--- src/rtl/prot_mon_pkg.sv ---
package prot_mon_pkg;
  localparam int ILIM_CODE_W = 5;
  localparam int VLIM_CODE_W = 4;
  localparam int NUM_IRQ     = 4;

  // current limit decode
  localparam int ILIM_BASE_MA = 4200;
  localparam int ILIM_STEP_MA = 200;
  localparam logic [ILIM_CODE_W-1:0] ILIM_LIN_LAST = 5'd27;
  localparam int ILIM_XTRA_MA [4] = '{10000, 10400, 11000, 11600};

  // droop limit decode
  localparam int VLIM_BASE_MV = 110;
  localparam int VLIM_STEP_MV = 10;
  localparam logic [VLIM_CODE_W-1:0] VLIM_LIN_LAST = 4'd13;
  localparam logic [VLIM_CODE_W-1:0] VLIM_CODE_XTRA = 4'd14;
  localparam int VLIM_XTRA_MV = 310;

  // alarm percentages
  localparam int OC_SET_PCT_HI = 90;
  localparam int OC_SET_PCT_LO = 80;
  localparam int OC_CLR_PCT    = 85;

  // thermal levels, degrees C
  localparam int T_SHDN_C = 155;
  localparam int T_HYST_C = 15;
  localparam int T_ALM1_C = 100;
  localparam int T_ALM2_C = 120;

  typedef enum int {
    IRQ_OC   = 0,
    IRQ_ALM1 = 1,
    IRQ_ALM2 = 2,
    IRQ_SHDN = 3
  } irq_idx_e;
endpackage

--- src/rtl/prot_limit_decode.sv ---
module prot_limit_decode
  import prot_mon_pkg::*;
#(
  parameter int IW = 14,
  parameter int VW = 10
) (
  input  logic [ILIM_CODE_W-1:0] ilim_code_i,
  input  logic [VLIM_CODE_W-1:0] vlim_code_i,
  output logic [IW-1:0]          ilim_ma_o,
  output logic [VW-1:0]          vlim_mv_o,
  output logic                   vlim_off_o
);

  always_comb begin
    if (ilim_code_i <= ILIM_LIN_LAST) begin
      ilim_ma_o = IW'(ILIM_BASE_MA) + IW'(ILIM_STEP_MA) * IW'(ilim_code_i);
    end else begin
      // extra codes sit at the top of the code space; low two bits index them
      ilim_ma_o = IW'(ILIM_XTRA_MA[ilim_code_i[1:0]]);
    end
  end

  always_comb begin
    vlim_off_o = 1'b0;
    if (vlim_code_i <= VLIM_LIN_LAST) begin
      vlim_mv_o = VW'(VLIM_BASE_MV) + VW'(VLIM_STEP_MV) * VW'(vlim_code_i);
    end else if (vlim_code_i == VLIM_CODE_XTRA) begin
      vlim_mv_o = VW'(VLIM_XTRA_MV);
    end else begin
      vlim_mv_o  = '0;
      vlim_off_o = 1'b1;
    end
  end

endmodule

--- src/rtl/prot_oc_alarm.sv ---
module prot_oc_alarm
  import prot_mon_pkg::*;
#(
  parameter int IW = 14,
  parameter int VW = 10
) (
  input  logic          clk_i,
  input  logic          rst_ni,
  input  logic [IW-1:0] iout_ma_i,
  input  logic [VW-1:0] droop_mv_i,
  input  logic [IW-1:0] ilim_ma_i,
  input  logic [VW-1:0] vlim_mv_i,
  input  logic          vlim_off_i,
  input  logic          alm_pct_sel_i,
  output logic          trip_o,
  output logic          oc_alm_o,
  output logic          oc_set_o
);

  // 100*x fits in IW+7 bits
  localparam int PW = IW + 7;

  logic [PW-1:0] i_x100;
  logic [PW-1:0] set_ref;
  logic [PW-1:0] clr_ref;
  logic [6:0]    set_pct;
  logic          oc_clr;
  logic          trip_d;

  assign set_pct = alm_pct_sel_i ? 7'(OC_SET_PCT_LO) : 7'(OC_SET_PCT_HI);
  assign i_x100  = PW'(iout_ma_i) * PW'(100);
  assign set_ref = PW'(ilim_ma_i) * PW'(set_pct);
  assign clr_ref = PW'(ilim_ma_i) * PW'(OC_CLR_PCT);

  assign oc_set_o = (i_x100 >= set_ref);
  assign oc_clr   = (i_x100 <  clr_ref);

  assign trip_d = (iout_ma_i >= ilim_ma_i) ||
                  (!vlim_off_i && (droop_mv_i >= vlim_mv_i));

  always_ff @(posedge clk_i or negedge rst_ni) begin
    if (!rst_ni) begin
      trip_o   <= 1'b0;
      oc_alm_o <= 1'b0;
    end else begin
      trip_o <= trip_d;
      // set has priority; 80 % set level lies below the clear level
      if (oc_set_o)    oc_alm_o <= 1'b1;
      else if (oc_clr) oc_alm_o <= 1'b0;
    end
  end

endmodule

--- src/rtl/prot_thermal.sv ---
module prot_thermal
  import prot_mon_pkg::*;
#(
  parameter int TW = 8
) (
  input  logic          clk_i,
  input  logic          rst_ni,
  input  logic [TW-1:0] temp_c_i,
  output logic          tshdn_o,
  output logic          shdn_set_o,
  output logic          alm1_set_o,
  output logic          alm2_set_o
);

  localparam logic [TW-1:0] SHDN_LVL = TW'(T_SHDN_C);
  localparam logic [TW-1:0] REL_LVL  = TW'(T_SHDN_C - T_HYST_C);
  localparam logic [TW-1:0] ALM1_LVL = TW'(T_ALM1_C);
  localparam logic [TW-1:0] ALM2_LVL = TW'(T_ALM2_C);

  logic shdn_rel;

  assign shdn_set_o = (temp_c_i >  SHDN_LVL);
  assign shdn_rel   = (temp_c_i <= REL_LVL);
  assign alm1_set_o = (temp_c_i >= ALM1_LVL);
  assign alm2_set_o = (temp_c_i >= ALM2_LVL);

  always_ff @(posedge clk_i or negedge rst_ni) begin
    if (!rst_ni) begin
      tshdn_o <= 1'b0;
    end else if (shdn_set_o) begin
      tshdn_o <= 1'b1;
    end else if (shdn_rel) begin
      tshdn_o <= 1'b0;
    end
  end

endmodule

--- src/rtl/prot_irq_bank.sv ---
module prot_irq_bank #(
  parameter int N = 4
) (
  input  logic         clk_i,
  input  logic         rst_ni,
  input  logic [N-1:0] set_i,
  input  logic [N-1:0] clr_i,
  output logic [N-1:0] irq_o
);

  for (genvar k = 0; k < N; k++) begin : g_bit
    always_ff @(posedge clk_i or negedge rst_ni) begin
      if (!rst_ni)       irq_o[k] <= 1'b0;
      else if (set_i[k]) irq_o[k] <= 1'b1;
      else if (clr_i[k]) irq_o[k] <= 1'b0;
    end
  end

endmodule

--- src/rtl/prot_monitor.sv ---
module prot_monitor
  import prot_mon_pkg::*;
#(
  parameter int IW = 14,
  parameter int VW = 10,
  parameter int TW = 8
) (
  input  logic                   clk_i,
  input  logic                   rst_ni,
  input  logic [IW-1:0]          iout_ma_i,
  input  logic [VW-1:0]          droop_mv_i,
  input  logic [TW-1:0]          temp_c_i,
  input  logic [ILIM_CODE_W-1:0] ilim_code_i,
  input  logic [VLIM_CODE_W-1:0] vlim_code_i,
  input  logic                   alm_pct_sel_i,
  input  logic [NUM_IRQ-1:0]     irq_clr_i,
  output logic                   trip_o,
  output logic                   oc_alm_o,
  output logic                   tshdn_o,
  output logic [NUM_IRQ-1:0]     irq_o
);

  logic [IW-1:0]      ilim_ma;
  logic [VW-1:0]      vlim_mv;
  logic               vlim_off;
  logic               oc_set;
  logic               shdn_set;
  logic               alm1_set;
  logic               alm2_set;
  logic [NUM_IRQ-1:0] irq_set;

  prot_limit_decode #(.IW(IW), .VW(VW)) u_dec (
    .ilim_code_i (ilim_code_i),
    .vlim_code_i (vlim_code_i),
    .ilim_ma_o   (ilim_ma),
    .vlim_mv_o   (vlim_mv),
    .vlim_off_o  (vlim_off)
  );

  prot_oc_alarm #(.IW(IW), .VW(VW)) u_oc (
    .clk_i         (clk_i),
    .rst_ni        (rst_ni),
    .iout_ma_i     (iout_ma_i),
    .droop_mv_i    (droop_mv_i),
    .ilim_ma_i     (ilim_ma),
    .vlim_mv_i     (vlim_mv),
    .vlim_off_i    (vlim_off),
    .alm_pct_sel_i (alm_pct_sel_i),
    .trip_o        (trip_o),
    .oc_alm_o      (oc_alm_o),
    .oc_set_o      (oc_set)
  );

  prot_thermal #(.TW(TW)) u_th (
    .clk_i      (clk_i),
    .rst_ni     (rst_ni),
    .temp_c_i   (temp_c_i),
    .tshdn_o    (tshdn_o),
    .shdn_set_o (shdn_set),
    .alm1_set_o (alm1_set),
    .alm2_set_o (alm2_set)
  );

  always_comb begin
    irq_set           = '0;
    irq_set[IRQ_OC]   = oc_set;
    irq_set[IRQ_ALM1] = alm1_set;
    irq_set[IRQ_ALM2] = alm2_set;
    irq_set[IRQ_SHDN] = shdn_set;
  end

  prot_irq_bank #(.N(NUM_IRQ)) u_irq (
    .clk_i  (clk_i),
    .rst_ni (rst_ni),
    .set_i  (irq_set),
    .clr_i  (irq_clr_i),
    .irq_o  (irq_o)
  );

endmodule

--- config.mk ---
export PLATFORM = sky130hd
export DESIGN_NAME = prot_monitor
export DESIGN_NICKNAME = d
export VERILOG_FILES = /design/src/rtl/prot_mon_pkg.sv /design/src/rtl/prot_limit_decode.sv /design/src/rtl/prot_oc_alarm.sv /design/src/rtl/prot_thermal.sv /design/src/rtl/prot_irq_bank.sv /design/src/rtl/prot_monitor.sv
export SDC_FILE = /design/constraint.sdc
export NUM_CORES = 1
export LEC_CHECK = 0
export BUFFER_PORTS_ARGS = -buffer_cell sky130_fd_sc_hd__buf_2
export CAP_MARGIN = 20
export CORE_MARGIN = 2
export CORE_UTILIZATION = 25
export CTS_BUF_LIST = sky130_fd_sc_hd__clkbuf_4 sky130_fd_sc_hd__clkbuf_8 sky130_fd_sc_hd__clkbuf_16
export CTS_CLUSTER_SIZE = 24
export DETAILED_ROUTE_END_ITERATION = 6
export GPL_TIMING_DRIVEN = 0
export HOLD_SLACK_MARGIN = 0.06
export PLACE_DENSITY = 0.41
export SLEW_MARGIN = 5
export SYNTH_ARGS = -nofsm -noshare
export SYNTH_HDL_FRONTEND = slang
export SYNTH_HIERARCHICAL = 1
export SYNTH_SLANG_ARGS = --single-unit
--- constraint.sdc ---
create_clock -name clk_i -period 1.5 [get_ports clk_i]
set_clock_uncertainty 0.05 [all_clocks]
set_input_delay 0.075 -clock clk_i [delete_from_list [all_inputs] [get_ports clk_i]]
set_output_delay 0.075 -clock clk_i [all_outputs]
set_load 0.02 [all_outputs]
# Word-level counts from Yosys, hierarchy flattened
# Index checks and enable logic that the tools add are counted.
# word_totals
input_bits	48
out_inout_bits	7
regBits	7
elab_cells	57
# classes
mux	21
bitwise	1
addsub	2
mul	5
n_reduce_logical	9
magnitude_cmp	11
n_eq_ne	1
# op_table
op	n
$bmux W32 S2	1
$mux W14	3
$ge A21 B21 Y1	1
$lt A21 B21 Y1	1
$mul A14 B7 Y21	1
$mul A14 B7 Y21 const B	1
$mul A14 B5 Y19 const B	1
$ge A8 B7 Y1 const B	2
$add A13 B13 Y14 const A	1
$ge A14 B14 Y1	1
$mux W1	14
$reduce_bool A2 Y1	6
$ge A10 B10 Y1	1
$mul A5 B5 Y10 const A	1
$mux W10	1
$add A7 B8 Y9 const A	1
$mux W9	1
$gt A8 B8 Y1 const B	1
$le A8 B8 Y1 const B	1
$mul A3 B4 Y7 const A	1
$le A5 B5 Y1 const B	1
$eq A4 B4 Y1 const B	1
$le A4 B4 Y1 const B	1
$mux W4	1
other kinds (5)	5

# Longest topological paths before layout
# logic_depth
word_depth	9
depth_mapped	31
mapped_depth_nobuf	31

# Hierarchy
# Netlist, hierarchy kept.
# modules_own_cells
mod	cells_each	area_each_um2	n_inst
prot_oc_alarm	734	6254.7	1
prot_limit_decode	138	1047.3	1
prot_irq_bank	12	145.1	1
prot_thermal	11	87.6	1

# Least setup slack after synthesis
# Ideal clock, no wire load.
# synth_path
path_type	input-to-reg
from	input port ilim_code_i[1]
to	register u_oc.oc_alm_o
setup_slack_ns	-5.260
n_path_buf	0
t_required_ns	1.319
setup_ns	0.131
arrival_ns	6.579
stages	28
cell_sequence	ha_1 ha_1 ha_1 fa_1 nand3_2 nor4b_4 xnor2_1 mux2i_1 inv_1 nor2_1 ha_1 fa_1 fa_1 ha_1 ha_1 a21o_1 a21oi_1 o21a_1 o21ai_1 and4_1 nor3_1 ha_1 a21o_1 a21o_1 a21oi_1 o21ai_0 a21o_1 or3_1
# synth_between
elab_chain_cells	8
# synth_lines
element	line_no	text
start: declaration	prot_monitor.sv:13	input logic [ILIM_CODE_W-1:0] ilim_code_i,
branches (longest 4 deep; another with $add A13 B13 Y14)	--	
$mux W14 (*)	prot_limit_decode.sv:15	if (ilim_code_i <= ILIM_LIN_LAST) begin
via ilim_ma[11]	prot_monitor.sv:23	logic [IW-1:0] ilim_ma;
$mul A14 B7 Y21 (*)	prot_oc_alarm.sv:32	assign set_ref = PW'(ilim_ma_i) * PW'(set_pct);
$ge A21 B21 Y1 (*)	prot_oc_alarm.sv:35	assign oc_set_o = (i_x100 >= set_ref);
via oc_set	prot_monitor.sv:26	logic oc_set;
$mux W1 or $reduce_bool A2 Y1 (tied branches)	--	
end signal: assignment	prot_oc_alarm.sv:44	oc_alm_o <= 1'b0;
end signal: assignment	prot_oc_alarm.sv:48	if (oc_set_o) oc_alm_o <= 1'b1;
end signal: assignment	prot_oc_alarm.sv:49	else if (oc_clr) oc_alm_o <= 1'b0;
end: declaration	prot_oc_alarm.sv:16	output logic oc_alm_o,
# Mark *: on every way through the listed nets, which the timed path passes. The select of a mux whose other input is x is not followed.
# A chain may end at the register's enable or synchronous reset.

# Final worst setup path
# Same ends and word-level chain as after synthesis.

==> flow_summary.ini <==
[logic_synthesis]
portion_of_synthesized_cell_area_occupied_by_the_leading_cell_type_pct = 39.2
synth_async_sr_flop_share_pct = 100
post_synth_fa_ha_maj_area_fraction_pct = 52.7
yosys_warnings = 6
post_synth_and_or_nand_nor_area_fraction_pct = 12.7
number_of_flops_mapped_to_enable_cells_by_yosys = 0
dominant_combinational_cell_family_by_area_after_synthesis = adder cells
ys_seq_elements = 7
most_area_consuming_cells_after_synthesis = ha_1, fa_1, inv_1, a21o_1, a21oi_1
leading_cell_type_by_number_of_instances_after_synthesis = ha_1
yosys_most_used_dff = dfrtp_1
synth.avg_cell_area_um2 = 8.42
synth_compound_gate_area_share_pct = 17.1
ys_top_cells_by_count = ha_1, inv_1, fa_1, a21oi_1, nor2_1
synth_top_area_cell = ha_1
seq_area_frac_synth_pct = 2.32
post_synth_mux_area_share_pct = 0.266
post_synth_inst_count = 895
yosysUniqueCellTypes = 70
post_synth_instance_area_um2 = 7530
synth-xor-area-share_pct = 5.45

[setup_path]
worst_stage_delay_on_the_critical_path_ps = 570
critPathKind = input pin to flop
timing.critical_path.slowest_stage_cell = fa_2
endpoint_kind = flop
critical_path.most_common_cell = ha_4
startpoint_type = input pin
rrSetupSlack_ps = 70
critical_path_arrival_ps = 6320
crit_reg_reg_startpoint = u_oc/oc_alm_o
worst-path-max-fanout = 4
worst_r2r_endpoint = u_oc/oc_alm_o
reg2reg_depth = 5
critPathRequiredTime_ps = 1550

[die]
initial_utilization_pct = 25.4
core_area_um2 = 29600
dieArea_um2 = 31500
io_pins = 55
row_count = 63
die-height_um = 178
dieWidth_um = 178

[grt]
gr-usage-met2_pct = 22.8
grtUsageMet1_pct = 17.4
global_route.peak_usage_layer = met2
grt_usage_pct = 12.6
via_count_of_the_first_global_routing_pass = 6609
grt_overflow = 0
grt_util_met3_pct = 0.321
grt_first_pass_wirelength_mm = 32.5
initial_antenna_violation_count = 0
maximum_number_of_pins_on_one_net_before_global_route_repair = 11

[outcome]
violations_in_the_final_reports = setup timing
outcome = complete, but fails checks

[cts]
cts.htree.levels = 1
clockRootBuffer = clkbuf_16
cts_sinks = 7
tritoncts = yes
cts.path.max_buffers = 2
cts-buffers-inserted = 3
worst_setup_hold_path_clk_slew_ps = 40
worst_skew_pair.late_latency_ps = 230

[finish]
number_of_fill_cells_in_the_layout = 3207
layout.nets = 1325
drive_gt1_share_pct = 20.4
post_layout_nonfiller_instances = 1379
area_delta_synth_final_pct = 23.4
antennaDiodeCount = 0

[sta]
finalHoldViolations = 0
timing_worst_slew_pin_value_ps = 770
final.min_clock_period_ps = 6270
rsz_0062_raised_after_global_routing = true
finalWorstSetupSlack_ps = -4770
relSlewSlack_pct = 48.6
timing.fmax_ghz = 0.159
period_utilization_post_route_pct = 418
setup_tns_ps = -11300
hold_ws_ps = 60.5
timing.final.max_slew_violations = 0
setup_violations = 3

[detailed_routing]
postRouteAntennaNets = 0
wire_per_inst_um = 14.2
drt-total-wl_mm = 19.5
drtIter0Drc = 173
detailedRoute.firstPassIterationCount = 4
via_count = 6248
routed_via_density = 4.53
remaining_drc_errors = 0

[place]
dpl_worst_slack_ps = -6070
placed_cells = 1343
finalWeightedCongestion = 0.755
place.port_buffers = 54
dpl.hpwl_mm = 17.3

[worst_hold_path]
timing.hold.worst.start = irq_clr_i[2]
worst_hold_path_type = input pin to flop
endpoint_of_the_worst_hold_path = u_irq/irq_o[2]
timing.hold.worst_path_depth = 3

[flow_run]
drv_cap = 0
-- sequential cells by signal (all words and copies together), names as in the netlist --
name / cells
u_th/tshdn_o: 1
u_oc/oc_alm_o: 1
u_oc/trip_o: 1
u_irq/irq_o: 4
-- worst max-delay path: cells and delay by family --
family | cells | cell delay (ps)
xor gates and xnor gates | 1 | 110
muxes | 1 | 190
buffers and inverters | 3 | 290
adders and majority gates | 10 | 3190
AOI/OAI and AO/OA | 9 | 1370
and+or+nand+nor | 6 | 1090
-- kinds of logic after synthesis --
kind of cell,count (synthesis)
fa+ha+maj,287
mux,2
xor+xnor,46
compound gates,190
simple gates,180
flops,7
buf+inv,182
other cells,1
-- metal layers --
layer / wire (µm) / up-vias / share of wire [%]
li1: - / 3277 / -
met1: 9780 / 2907 / 50
met2: 9330 / 56 / 48
met3: 283 / 8 / 1.4
met4: 121 / 0 / 0.62
met5: 0 / - / 0
-- how the worst max path moves through the flow --
stage | start | slack, ps | to
after floorplan | ilim_code_i[1] | -4640 | u_oc/oc_alm_o
after global placement | ilim_code_i[2] | -6080 | u_oc/oc_alm_o
after detailed placement | ilim_code_i[2] | -6070 | u_oc/oc_alm_o
after CTS | ilim_code_i[1] | -4850 | u_oc/oc_alm_o
after global routing | ilim_code_i[1] | -5060 | u_oc/oc_alm_o
final | ilim_code_i[1] | -4770 | u_oc/oc_alm_o
-- timing repair --
item,4_1_cts,5_1_grt
pin swaps,45,14
setup endpoints to repair,3,3
hold endpoints to repair,8,0
gates resized for setup,76,14
hold buffers,2,0
setup buffers,30,0
-- cell type report --
type	count	area (µm²)	share of cell area [%]
repair buffers	86	568	6.11
clock buffers	4	82.6	0.888
plain buffers	11	66.3	0.713
inverters	171	644	6.93
well taps	390	488	5.25
flip-flops and latches	7	175	1.88
multi-input cells	710	7280	78.2
-- metrics by stage --
step / area (µm²) / utilization, %
final: 9300 / 31.4
after global routing: 9300 / 31.4
after CTS: 9220 / 31.1
after detailed placement: 8480 / 28.6
after global placement: 8480 / 28.6
after floorplan: 7730 / -
-- placed cells by master (no fill, tap or decap), drive strengths merged, types with 9 or more instances in the layout --
cell type | netlist | final
o21ai | 41 | 41
nor3 | 13 | 13
nand4 | 10 | 10
nand2 | 32 | 32
o21a | 11 | 11
fa | 51 | 51
buf | 7 | 90
a21oi | 48 | 48
a21o | 37 | 37
nor2 | 49 | 49
inv | 171 | 171
xnor2 | 25 | 25
xor2 | 21 | 21
ha | 236 | 236
nand2b | 14 | 14
clkbuf | 4 | 9
nor2b | 13 | 13
nand3 | 18 | 18
Power is not shown: default switching activity piles up to over one toggle a cycle in this logic, so the estimate is an artifact.
